<file path="src/rtl/csr_chk_pkg.sv">
// Package: shared types for the CSR legality checker.
// Assumes privilege codes follow the 2-bit U/S/M encoding used by the core.
package csr_chk_pkg;

    localparam logic [1:0] PRIV_U = 2'b00;
    localparam logic [1:0] PRIV_S = 2'b01;
    localparam logic [1:0] PRIV_R = 2'b10;
    localparam logic [1:0] PRIV_M = 2'b11;

    // Predicate class chosen by the address lookup.
    typedef enum logic [2:0] {
        CLS_NONE = 3'd0,
        CLS_FP   = 3'd1,
        CLS_UCTR = 3'd2,
        CLS_MACH = 3'd3,
        CLS_SUP  = 3'd4,
        CLS_PMP  = 3'd5
    } csr_cls_e;

    // Decoder result: class plus "unimplemented counter" marker.
    typedef struct packed {
        csr_cls_e cls;
        logic     raz;
    } csr_dec_t;

endpackage

</file>
<file path="src/rtl/csr_class_decode.sv">
// Module: csr_class_decode
// Maps a 12-bit CSR address to its predicate class and marks the
// unimplemented performance counters and event selectors.
// Assumes HPM_FIRST <= HPM_LAST <= 31 and PMP_ENTRIES a multiple of 8, at most 64.
module csr_class_decode
    import csr_chk_pkg::*;
#(
    parameter bit RV32        = 1'b1,
    parameter int PMP_ENTRIES = 16,
    parameter int HPM_FIRST   = 3,
    parameter int HPM_LAST    = 31
) (
    input  logic [11:0] addr_i,
    output csr_dec_t    dec_o
);

    localparam int         CFG_REGS = PMP_ENTRIES / 4;
    localparam logic [4:0] HPM_LO   = 5'(HPM_FIRST);
    localparam logic [4:0] HPM_HI   = 5'(HPM_LAST);

    logic [4:0]  low;
    logic [6:0]  blk;
    logic        hpm_idx;
    logic        hi_ucnt;
    logic        hi_mcnt;
    logic        ucnt;
    logic        mcnt;
    logic        mevt;
    logic        pmp_cfg;
    logic        pmp_adr;
    logic [11:0] adr_off;

    assign low     = addr_i[4:0];
    assign blk     = addr_i[11:5];
    assign hpm_idx = (low >= HPM_LO) && (low <= HPM_HI);
    assign adr_off = addr_i - 12'h3B0;

    // The upper-half counter aliases exist only on a 32-bit core.
    generate
        if (RV32) begin : g_hi_half
            assign hi_ucnt = (blk == 7'h64);
            assign hi_mcnt = (blk == 7'h5C);
        end else begin : g_no_hi_half
            assign hi_ucnt = 1'b0;
            assign hi_mcnt = 1'b0;
        end
    endgenerate

    // The low half of the configuration registers is packed differently per width.
    generate
        if (RV32) begin : g_cfg32
            assign pmp_cfg = (addr_i[11:4] == 8'h3A) && (int'(addr_i[3:0]) < CFG_REGS);
        end else begin : g_cfg64
            assign pmp_cfg = (addr_i[11:4] == 8'h3A) && (int'(addr_i[3:0]) < CFG_REGS)
                             && !addr_i[0];
        end
    endgenerate

    // Counter and protection block membership.
    assign ucnt    = ((blk == 7'h60) || hi_ucnt) && ((low <= 5'd2) || hpm_idx);
    assign mcnt    = ((blk == 7'h58) || hi_mcnt) && ((low == 5'd0) || (low == 5'd2) || hpm_idx);
    assign mevt    = (blk == 7'h19) && hpm_idx;
    assign pmp_adr = (addr_i >= 12'h3B0) && (int'(adr_off) < PMP_ENTRIES);

    // Class lookup: block ranges first, then single registers.
    always_comb begin
        dec_o.cls = CLS_NONE;
        dec_o.raz = 1'b0;
        if ((addr_i >= 12'h001) && (addr_i <= 12'h003)) begin
            dec_o.cls = CLS_FP;
        end else if (ucnt) begin
            dec_o.cls = CLS_UCTR;
            dec_o.raz = hpm_idx;
        end else if (mcnt) begin
            dec_o.cls = CLS_MACH;
            dec_o.raz = hpm_idx;
        end else if (mevt) begin
            dec_o.cls = CLS_MACH;
            dec_o.raz = 1'b1;
        end else if (pmp_cfg || pmp_adr) begin
            dec_o.cls = CLS_PMP;
        end else begin
            case (addr_i)
                12'h300, 12'h301, 12'h302, 12'h303, 12'h304, 12'h305, 12'h306,
                12'h340, 12'h341, 12'h342, 12'h343, 12'h344,
                12'hF11, 12'hF12, 12'hF13, 12'hF14:
                    dec_o.cls = CLS_MACH;
                12'h100, 12'h104, 12'h105, 12'h106,
                12'h140, 12'h141, 12'h142, 12'h143, 12'h144, 12'h180:
                    dec_o.cls = CLS_SUP;
                default:
                    dec_o.cls = CLS_NONE;
            endcase
        end
    end

endmodule

</file>
<file path="src/rtl/csr_pred_eval.sv">
// Module: csr_pred_eval
// Evaluates the existence predicate of the decoded class against the
// feature bits, FPU state and privilege-selected counter-enable mask.
// Assumes the counter index is the low address bits.
module csr_pred_eval
    import csr_chk_pkg::*;
#(
    parameter int CTR_W = 32
) (
    input  csr_dec_t                   dec_i,
    input  logic [$clog2(CTR_W)-1:0]   ctr_idx_i,
    input  logic [1:0]                 priv_i,
    input  logic [1:0]                 fs_i,
    input  logic [CTR_W-1:0]           mcounteren_i,
    input  logic [CTR_W-1:0]           scounteren_i,
    input  logic                       misa_s_i,
    input  logic                       pmp_en_i,
    output logic                       pred_ok_o
);

    logic [CTR_W-1:0] ctr_mask;

    // Select the enable mask that governs the current privilege.
    always_comb begin
        case (priv_i)
            PRIV_U:  ctr_mask = scounteren_i;
            PRIV_S:  ctr_mask = mcounteren_i;
            PRIV_M:  ctr_mask = '1;
            default: ctr_mask = '0;
        endcase
    end

    // Apply the predicate belonging to the class.
    always_comb begin
        case (dec_i.cls)
            CLS_FP:   pred_ok_o = (fs_i != 2'b00);
            CLS_UCTR: pred_ok_o = ctr_mask[ctr_idx_i];
            CLS_MACH: pred_ok_o = 1'b1;
            CLS_SUP:  pred_ok_o = misa_s_i;
            CLS_PMP:  pred_ok_o = pmp_en_i;
            default:  pred_ok_o = 1'b0;
        endcase
    end

endmodule

</file>
<file path="src/rtl/csr_priv_gate.sv">
// Module: csr_priv_gate
// Address-encoded checks: the minimum privilege held in bits [9:8] and the
// read-only space marked by bits [11:10].
// Assumes the reserved privilege code never grants access.
module csr_priv_gate
    import csr_chk_pkg::*;
(
    input  logic [11:0] addr_i,
    input  logic [1:0]  priv_i,
    input  logic        wr_i,
    output logic        gate_ok_o
);

    logic priv_low;
    logic ro_write;

    // Privilege too low for the address, or code reserved.
    assign priv_low = (priv_i == PRIV_R) || (priv_i < addr_i[9:8]);

    // Write attempted into the read-only quarter of the space.
    assign ro_write = wr_i && (addr_i[11:10] == 2'b11);

    // Combine both address checks.
    assign gate_ok_o = !priv_low && !ro_write;

endmodule

</file>
<file path="src/rtl/csr_legality_check.sv">
// Module: csr_legality_check (top)
// Combinational trap decision for one CSR access. Holds no state; outputs
// are valid in the cycle the inputs are presented.
// Assumes the caller samples the outputs after the inputs settle.
module csr_legality_check
    import csr_chk_pkg::*;
#(
    parameter bit RV32        = 1'b1,
    parameter int PMP_ENTRIES = 16,
    parameter int HPM_FIRST   = 3,
    parameter int HPM_LAST    = 31,
    parameter int CTR_W       = 32
) (
    input  logic [11:0]      csr_addr_i,
    input  logic [1:0]       priv_i,
    input  logic             wr_i,
    input  logic [1:0]       fs_i,
    input  logic [CTR_W-1:0] mcounteren_i,
    input  logic [CTR_W-1:0] scounteren_i,
    input  logic             misa_s_i,
    input  logic             pmp_en_i,
    output logic             illegal_o,
    output logic             raz_o
);

    localparam int IDX_W = $clog2(CTR_W);

    csr_dec_t dec;
    logic     pred_ok;
    logic     gate_ok;

    csr_class_decode #(
        .RV32        (RV32),
        .PMP_ENTRIES (PMP_ENTRIES),
        .HPM_FIRST   (HPM_FIRST),
        .HPM_LAST    (HPM_LAST)
    ) u_decode (
        .addr_i (csr_addr_i),
        .dec_o  (dec)
    );

    csr_pred_eval #(
        .CTR_W (CTR_W)
    ) u_pred (
        .dec_i        (dec),
        .ctr_idx_i    (csr_addr_i[IDX_W-1:0]),
        .priv_i       (priv_i),
        .fs_i         (fs_i),
        .mcounteren_i (mcounteren_i),
        .scounteren_i (scounteren_i),
        .misa_s_i     (misa_s_i),
        .pmp_en_i     (pmp_en_i),
        .pred_ok_o    (pred_ok)
    );

    csr_priv_gate u_gate (
        .addr_i    (csr_addr_i),
        .priv_i    (priv_i),
        .wr_i      (wr_i),
        .gate_ok_o (gate_ok)
    );

    // Final decision: both the predicate and the address gate must pass.
    assign illegal_o = !(pred_ok && gate_ok);

    // Zero-read marker only for accesses that will actually complete.
    assign raz_o = dec.raz && !illegal_o;

endmodule

</file>
<file path="config.mk">
export PLATFORM = sky130hd
export DESIGN_NAME = csr_legality_check
export DESIGN_NICKNAME = d
export VERILOG_FILES = /design/src/rtl/csr_chk_pkg.sv /design/src/rtl/csr_class_decode.sv /design/src/rtl/csr_pred_eval.sv /design/src/rtl/csr_priv_gate.sv /design/src/rtl/csr_legality_check.sv
export SDC_FILE = /design/constraint.sdc
export NUM_CORES = 1
export LEC_CHECK = 0
export ABC_CLOCK_PERIOD_IN_PS = 4400
export BUFFER_PORTS_ARGS = -buffer_cell sky130_fd_sc_hd__buf_2
export CAP_MARGIN = 0
export CORE_MARGIN = 1
export CORE_UTILIZATION = 45
export DETAILED_ROUTE_END_ITERATION = 6
export PLACE_DENSITY = 0.91
export SLEW_MARGIN = 5
export SYNTH_ARGS = -nofsm -noshare
export SYNTH_HDL_FRONTEND = slang
export SYNTH_HIERARCHICAL = 1
export SYNTH_SLANG_ARGS = --single-unit
export TNS_END_PERCENT = 10
</file>
<file path="constraint.sdc">
create_clock -name vclk -period 4.4
set_input_delay 0.44 -clock vclk [all_inputs]
set_output_delay 0.44 -clock vclk [all_outputs]
set_load 0.1 [all_outputs]
</file>
### Yosys cells after proc, flatten, opt, wreduce, memory -nomap -nowiden

Cells that the tools add are included.

* bits in registers: 0
* bits in latches: 0
* bits in writable memories: 0
* ROM bits: 0
* input port bits: 83
* output and inout port bits: 2
* memories: 0

* $add $sub $neg: 1
* $mul: 0
* div/mod/pow operators: 0
* $lt $le $gt $ge: 10
* eq/ne operators: 42
* shifts and indexed selects: 0
* multiplexer cells: 12
* bitwise gates (word level): 0
* reductions and logical operators: 26

Operators with widths (number)
* 12-bit by 10-bit equality test with 1-bit output (second input constant): 12
* 12-bit by 9-bit equality test with 1-bit output (second input constant): 10
* 32-bit case mux with 3 select lines: 1
* 12-bit equality test (second input constant): 4
* 7-bit equality test (second input constant): 4
* 16-bit OR reduction: 1
* 12-bit by 1-bit greater-or-equal comparator with 1-bit output (second input constant): 1
* 12-bit by 10-bit greater-or-equal comparator with 1-bit output (second input constant): 1
* 12-bit by 2-bit less-or-equal comparator with 1-bit output (second input constant): 1
* 12-bit by 5-bit < comparator with 1-bit output (second input constant): 1
* 12-bit by 10-bit subtractor with 12-bit output (second input constant): 1
* 1-bit logical AND: 11
* 10-bit OR reduction: 1
* 3-bit two-way mux: 3
* 8-bit by 6-bit equality test with 1-bit output (second input constant): 1
* 4-bit two-way mux: 2
* 7-bit by 5-bit equality test with 1-bit output (second input constant): 1
* 1-bit logical OR: 7
* 2-bit equality test (second input constant): 3
* 3-bit by 2-bit equality test with 1-bit output (second input constant): 2
* 3-bit equality test (second input constant): 2
* 5-bit by 6-bit < comparator with 1-bit output (second input constant): 1
* 3-bit case mux with 2 select lines: 1
* 1-bit binary-select mux with 5-bit select: 1
* other kinds (14): 18

### Longest topological paths before layout

Gate-level depths: netlist of the first run.

* depth after elaboration: 13
* gate-level depth with buffers: 10

### Modules after synthesis

Netlist of the first run, hierarchy kept.

Modules (own cells, without submodules)
* csr_pred_eval: times used 1, cells each 104, area each 729.4 um2, seq. area each 0.0 um2
* csr_class_decode: times used 1, cells each 46, area each 271.5 um2, seq. area each 0.0 um2
* csr_priv_gate: times used 1, cells each 6, area each 41.3 um2, seq. area each 0.0 um2
* csr_legality_check: times used 1, cells each 2, area each 10.0 um2, seq. area each 0.0 um2

### Worst setup path before layout of the first run

No wires, ideal clock.

* path type: input -> output
* from: in priv_i[0]
* to: out raz_o
* data arrival time: 2.561 ns
* required time: 3.960 ns
* path slack: 1.399 ns
* cell stages on the path: 10
* path buffers: 3
* cells stage by stage: buf_6 -> nor2_4 -> buf_6 -> buf_6 -> nand2_1 -> a311oi_1 -> a21oi_1 -> a2111oi_2 -> o32a_1 -> and3_1

* longest elaborated chain between the ends: 7
* elaborated cells between the ends (all ways): 14

RTL lines
* start: declaration: RTL line csr_legality_check.sv:15 `input logic [1:0] priv_i,`
* 2-bit equality test, or another cell as far along: RTL line csr_pred_eval.sv:25 `case (priv_i)`
* 32-bit case mux with 3 select lines *: RTL line csr_pred_eval.sv:25
* 1-bit binary-select mux with 5-bit select *: RTL line csr_pred_eval.sv:37 `CLS_UCTR: pred_ok_o = ctr_mask[ctr_idx_i];`
* 1-bit two-way mux (not written as such) *: RTL line csr_pred_eval.sv:37
* 1-bit case mux with 5 select lines *: RTL line csr_pred_eval.sv:35 `case (dec_i.cls)`
* via pred_ok: RTL line csr_legality_check.sv:29 `logic pred_ok;`
* 1-bit logical AND *: RTL line csr_legality_check.sv:64 `assign illegal_o = !(pred_ok && gate_ok);`
* 1-bit logical AND *: RTL line csr_legality_check.sv:67 `assign raz_o = dec.raz && !illegal_o;`
* end: declaration: RTL line csr_legality_check.sv:23 `output logic raz_o`

Mark *: on every way through the listed nets, which the timed path passes. The rest lies on a longest branch. The select of a mux whose other input is x is not followed.

### Worst setup path in the final report of the first run

Ends and elaborated chain as after synthesis.

==> results of run 1 <==
==> power breakdown <==
part	internal, mW	total [mW]	switching, mW
clock network	0	0	0
registers	0	0	0
logic	0.0558	0.120	0.0644
==> synth_stat cells, types with 2 or more instances <==
master | count | area, µm²
o221ai_1 | 2 | 17.5
and3_1 | 2 | 12.5
nand2b_1 | 2 | 12.5
a311oi_1 | 2 | 17.5
o21a_1 | 7 | 52.6
nor2b_1 | 6 | 37.5
a211oi_1 | 13 | 97.6
buf_6 | 4 | 45.0
o21ai_0 | 8 | 40.0
a22oi_1 | 6 | 45.0
buf_2 | 6 | 30.0
a2111oi_0 | 2 | 17.5
o2111ai_1 | 5 | 43.8
clkbuf_1 | 2 | 7.51
nor3_1 | 5 | 25.0
a221oi_1 | 8 | 70.1
o32a_1 | 2 | 20.0
a221o_1 | 2 | 20.0
buf_4 | 2 | 15.0
a31oi_1 | 4 | 25.0
nand4_1 | 4 | 25.0
nand3_1 | 4 | 20.0
inv_1 | 7 | 26.3
nand2_1 | 11 | 41.3
nor2_1 | 8 | 30.0
a21oi_1 | 12 | 60.1
or3_1 | 2 | 12.5
==> per-layer routing <==
layer	up-vias	routed length, µm	part of all wire
met1	698	1460	0.41
met3	0	320	0.091
met2	101	1750	0.50
li1	795	-	-
met5	-	0	0
met4	0	0	0
==> cells by family after synthesis <==
| family | after synthesis |
|---|---|
| AOI/OAI and AO/OA | 84 |
| and+or+nand+nor | 50 |
| buffers and inverters | 22 |
| xor gates and xnor gates | 1 |
| adders and majority gates | 1 |
==> area by class of cell <==
cell class / count / area, µm²
Timing Repair Buffer: 85 / 425
Tap cell: 28 / 35.0
Fill cell: 214 / 801
Inverter: 7 / 26.3
Multi-Input combinational cell: 136 / 925
==> worst min-delay path: stages <==
cell,delay [ns]
buf_2,0.09
nand3_1,0.08
o221a_2,0.18
nand2_1,0.04
buf_2,0.28
==> path summary, 6_finish.rpt <==
| check | startpoint | endpoint | slack, ns |
|---|---|---|---|
| max | priv_i[0] | raz_o | 0.89 |
| min | wr_i | illegal_o | 1.55 |
==> metrics by stage <==
| stage | total power, mW | setup slack (ns) |
|---|---|---|
| 6_report | 0.120 | 0.894 |
| 5_1_grt | 0.131 | 0.670 |
| 4_1_cts | 0.119 | 0.933 |
| 3_5_place_dp | 0.118 | 0.936 |
| 3_3_place_gp | 0.116 | 0.993 |
| 2_1_floorplan | 0.0696 | 1.40 |
==> results.toml, run 1 <==
[critical_path]
path_buf_inv = 2
crit_required_ns = 3.96
worst-setup-path-type = "primary input to output port"
cpLargestDelayFamily = "compound AO/OA/AOI/OAI gates"
slowest_delay_ns = 0.56
start_kind = "primary input"
cp_data_arrival_time_ns = 3.07
cp_slowest_cell = "nor2_4"
cp.depth = 9
crit_fanout = 37
cp-end-kind = "output port"
crit_chain = "buf_2 -> nor2_4 -> a211oi_1 -> a311oi_1 -> a211oi_1 -> a2111oi_0 -> o32a_1 -> and3_1 -> buf_2"

[synth]
syn_area_per_cell_um2 = 6.66
synth_cells = 158
yosys_warnings = 6
synth_xor_area_frac = 0.00832
synthAdderAreaFrac = 0.0119
synth_mux_area_frac = 0
syn-cell-area_um2 = 1050
yosysSeqAreaShare = 0
ys_types = 47
synth_top_family_by_area = "compound AO/OA/AOI/OAI gates"
synth_nets = 242
synth_compound_area_frac = 0.599
synthSimpleGateAreaFrac = 0.259

[timing]
period_minus_slack_ns = 3.51
fin_tns_setup_ns = 0
fmax_ghz = 0.285
fin_hold_ws_ns = 1.55
relSlewSlack = 0.592
setup_violations = 0
hold_viol_final = 0
maxSlewViolCount = 0
tightest_slew_ns = 0.611
period_share = 0.797
grt_setup_unrepaired = "false"

[global_route]
use_met1 = 0.308
grt_pass1_wl_mm = 5.29
antenna_found_initial = 0
grt_use_met3 = 0.0242
track_usage = 0.253
grt_max_degree = 38
grt_pass1_vias = 1321
grtUsageMet2 = 0.491
gr-total-overflow = 0
busiest_layer = "met2"

[place]
placed_cells = 256
hpwl_mm = 2.65
place_area_um2 = 1410
gp_congestion = 0.916
port_buffers = 85

[power_and_ir_drop]
ir_drop_mv = 0.0676
p_per_area_nw_per_um2 = 85.2
power.leakage_nw = 0.614

[floorplan]
die_w_um = 50.4
num_rows = 17
core_area_um2 = 2210
io_pins = 85
die_y_um = 50.4
initial_utilization = 0.476
die_area_um2 = 2540

[hold_path]
min_path_cells = 5
min_path_type = "primary input to output port"

[finish]
area_growth_pct = 34.1
seq_cells = 0
utilization = 0.638
finalNonFillerCells = 256
nNetsFinal = 314
layout_common_cells = "buf_2, a211oi_1, a21oi_1, nand2_1"
final_area_um2 = 1410
drive_gt1_frac = 0.390
seqCellArea_um2 = 0
diodes = 0
nClkBuffers = 0
final_common_cell = "buf_2"

[detailed_routing]
first_pass_iters = 4
remaining_drc_errors = 0
routedWlPerCell_um = 13.8
vias = 1594
finalWirelength_mm = 3.53
via_per_inst = 6.23
drtAntennaViolNets = 0
drt_iter0_drc = 86

[cts]
cts-hold-fix-buffers = 0
post_cts_buffers = 0
post_cts_resized = 0

[run_status]
outcome = "finished clean"

[flow_run]
cap_violations = 0
No activity file was read; power rests on OpenSTA's default activity.
==> inputs of run 2 (changes only) <==
ABC_CLOCK_PERIOD_IN_PS = 2900   (was 4400)
CORE_UTILIZATION = 38   (was 45)
PLACE_DENSITY = 0.82   (was 0.91)
clock period = 2.9 ns   (was 4.4 ns; I/O delays follow)
==> run 2 against run 1 <==
Global-route usage down 3.0 points. Die area up 18%. Combinational power up 58%. First-iteration DRC count down 43%. Highest routed layer is now met4. Final cell count up 2.7%. Total power up 58%. Count of clock-buffer cells in the layout unchanged. Core utilization down 5.1 points. Via count up 1.5%. Worst setup slack worse by 0.69 ns. Wire length down 1.3%.
==> results.toml, run 2 (same netlist as run 1, synthesis figures left out) <==
[floorplan]
initial_utilization = 0.413
core_area_um2 = 2540
die_area_um2 = 2980
die_y_um = 54.6
die_w_um = 54.6
num_rows = 18
io_pins = 85

[critical_path]
cp_data_arrival_time_ns = 2.41
crit_fanout = 25
cp-end-kind = "output port"
start_kind = "primary input"
crit_required_ns = 2.61
worst-setup-path-type = "primary input to output port"

[power_and_ir_drop]
ir_drop_mv = 0.0843
power.leakage_nw = 0.654
p_per_area_nw_per_um2 = 127

[detailed_routing]
first_pass_iters = 4
drtAntennaViolNets = 0
finalWirelength_mm = 3.49
routedWlPerCell_um = 13.3
remaining_drc_errors = 0
via_per_inst = 6.15
drt_iter0_drc = 49
vias = 1618

[timing]
period_minus_slack_ns = 2.70
relSlewSlack = 0.715
tightest_slew_ns = 0.417
fmax_ghz = 0.370
setup_slack_ns = 0.199
hold_viol_final = 0
period_share = 0.931
maxSlewViolCount = 0
setup_violations = 0
grt_setup_unrepaired = "false"
fin_tns_setup_ns = 0

[run_status]
outcome = "finished clean"

[finish]
seqCellArea_um2 = 0
layout_common_cells = "buf_2, a211oi_1, a21oi_1, nand2_1"
seq_cells = 0
nNetsFinal = 319
finalNonFillerCells = 263
final_common_cell = "buf_2"
nClkBuffers = 0
utilization = 0.587
diodes = 0
drive_gt1_frac = 0.403
area_growth_pct = 42.0
final_area_um2 = 1490

[cts]
post_cts_buffers = 0
post_cts_resized = 0
cts-hold-fix-buffers = 0

[global_route]
grt_pass1_wl_mm = 5.18
use_met1 = 0.280
grt_pass1_vias = 1265
grtUsageMet2 = 0.428
busiest_layer = "met2"
antenna_found_initial = 0
grt_max_degree = 36
track_usage = 0.223
gr-total-overflow = 0
grt_use_met3 = 0.00556

[hold_path]
min_path_type = "primary input to output port"

[flow_run]
cap_violations = 0

[place]
place_area_um2 = 1490
placed_cells = 263
port_buffers = 85
gp_congestion = 0.878
place_ws_ns = 0.236
hpwl_mm = 2.80
## run 2: cell types whose count changed in the layout (fill, tap and decap cells not counted)
cell / previous run / this run
buf_12: 0 / 3
buf_2: 85 / 83
buf_4: 0 / 4
## run 2: power breakdown
group / switching (mW) / leakage [nW] / internal, mW
registers: 0 / 0 / 0
logic: 0.0979 / 0.654 / 0.0923
clock network: 0 / 0 / 0
total: 0.0979 / 0.654 / 0.0923
## run 2: cell type report
class | instances | area [µm²]
inverter | 7 | 26.3
fill | 255 | 1050
multi-input combinational | 136 | 925
timing repair buffer | 90 | 505
tap | 30 | 37.5
## run 2: critical path, stage by stage
cell	delay (ns)
buf_2	0.23
nor2_1	0.26
a21oi_1	0.07
a211o_1	0.30
a21oi_1	0.21
nor2b_1	0.20
a21oi_1	0.09
a21oi_1	0.19
o32a_1	0.18
and3_1	0.21
buf_12	0.19
## run 2: path summary, 6_finish.rpt
| kind | start | end | cells after the start |
|---|---|---|---|
| worst min-delay path | wr_i | illegal_o | 5 |
| worst max-delay path | csr_addr_i[1] | raz_o | 11 |
## run 2: through the flow
step	hold WS (ns)	power, mW
floorplan	1.22	0.106
global placement	1.17	0.186
detailed placement	1.16	0.188
CTS	1.17	0.189
global route	1.22	0.210
finish	1.16	0.190
## run 2: per-layer routing
metal,up-vias,wire (µm)
li1,802,-
met1,715,1550
met2,97,1610
met3,4,303
met4,0,24
met5,-,0
==> inputs of run 3 (changes only) <==
CORE_UTILIZATION = 28   (was 38)
PLACE_DENSITY = default   (was 0.82)
REMOVE_ABC_BUFFERS = 1   (was default)
SETUP_SLACK_MARGIN = 0.02   (was default)
==> run 3 against run 2 <==
Sequential cell count stayed put. Worst hold slack better by 0.0027 ns. Die area is 34% higher. Sequential share of layout area stayed put. Critical path depth is 1 lower. Via count is 1.9% lower. Maximum frequency is 0.67% higher. First-iteration DRC count is 59% higher. Critical path type unchanged. Critical endpoint unchanged. Highest routed layer unchanged.
==> results.toml, run 3 (same netlist as run 1, synthesis figures left out) <==
[floorplan]
num_rows = 21
core_area_um2 = 3470
die_y_um = 63.3
initial_utilization = 0.303
die_area_um2 = 4010
io_pins = 85
die_w_um = 63.3

[power_and_ir_drop]
ir_drop_mv = 0.0423
power.leakage_nw = 0.663
seq_power_share = 0
switching_power_uw = 100
p_int_uw = 93.4
p_per_area_nw_per_um2 = 127
comb_power_share = 1.000
clock_power_share = 0
swShare = 0.518

[detailed_routing]
first_pass_iters = 4
via_per_inst = 5.63
vias = 1588
drtAntennaViolNets = 0
remaining_drc_errors = 0
finalWirelength_mm = 3.79
drt_iter0_drc = 78
routedWlPerCell_um = 13.4

[critical_path]
crit_required_ns = 2.61
cp-end-kind = "output port"
crit_chain = "buf_2 -> nor2_4 -> buf_4 -> a22oi_1 -> a211oi_1 -> nor3_1 -> a2111oi_2 -> o32a_1 -> and3_1 -> buf_12"
crit_fanout = 18
cpLargestDelayFamily = "compound AO/OA/AOI/OAI gates"
slowest_delay_ns = 0.33
path_buf_inv = 3
cp_data_arrival_time_ns = 2.39
start_kind = "primary input"
worst-setup-path-type = "primary input to output port"
cp_slowest_cell = "nor2_4"

[place]
port_buffers = 85
hpwl_mm = 3.02
gp_congestion = 0.927

[finish]
fillers = 385
nNetsFinal = 322
final_common_cell = "buf_2"
diodes = 0
utilization = 0.439
nClkBuffers = 0
drive_gt1_frac = 0.411
seq_cells = 0
seqCellArea_um2 = 0
layout_common_cells = "buf_2, a211oi_1, a21oi_1, nand2_1"
area_growth_pct = 44.8

[timing]
maxSlewViolCount = 0
relSlewSlack = 0.701
tightest_slew_ns = 0.438
grt_setup_unrepaired = "false"
period_share = 0.925
hold_viol_final = 0
setup_violations = 0
fin_tns_setup_ns = 0
fmax_ghz = 0.373
period_minus_slack_ns = 2.68

[cts]
post_cts_buffers = 0
post_cts_resized = 0
cts-hold-fix-buffers = 0

[global_route]
grt_max_degree = 22
antenna_found_initial = 0
track_usage = 0.177
grt_pass1_vias = 1424
grt_pass1_wl_mm = 6.08
gr-total-overflow = 0

[flow_run]
cap_violations = 0

[run_status]
outcome = "finished clean"

[hold_path]
min_path_type = "primary input to output port"
## run 3: cell types whose count changed in the layout (fill, tap and decap cells not counted), sizes merged
cell / change
buf: +3
## run 3: area by class of cell
type                            count  area [µm²]  area share
Inverter                            7        26.3      0.0172
Tap cell                           46        57.6      0.0378
Timing Repair Buffer               93         515       0.338
Multi-Input combinational cell    136         925       0.607
## run 3: routing by layer
metal	GRT usage	vias to the layer above	wire (µm)
li1	-	810	-
met1	0.255	692	1730
met2	0.292	80	1710
met3	0.0109	6	307
met4	0.0284	0	35
met5	0	-	0
## run 3: through the flow
stage	hold slack [ns]	cell area [µm²]	worst slack (ns)	power, mW	instances
floorplan	1.22	951	0.138	0.0793	143
global placement	1.16	1520	0.242	0.192	282
detailed placement	1.16	1520	0.224	0.192	282
CTS	1.17	1520	0.221	0.193	282
global route	1.19	1520	0.0212	0.214	282
finish	1.16	1520	0.217	0.194	282
## run 3: final timing paths
path | slack (ns) | endpoint | start | depth (start not counted)
worst max-delay path | 0.22 | raz_o | priv_i[0] | 10
worst min-delay path | 1.16 | illegal_o | wr_i | 5
## run 3: power by group through the flow
stage                     logic, mW  clock network [mW]  registers [mW]
after floorplan              0.0793                   0               0
after global placement        0.192                   0               0
after detailed placement      0.192                   0               0
after CTS                     0.193                   0               0
after global routing          0.214                   0               0
final                         0.194                   0               0
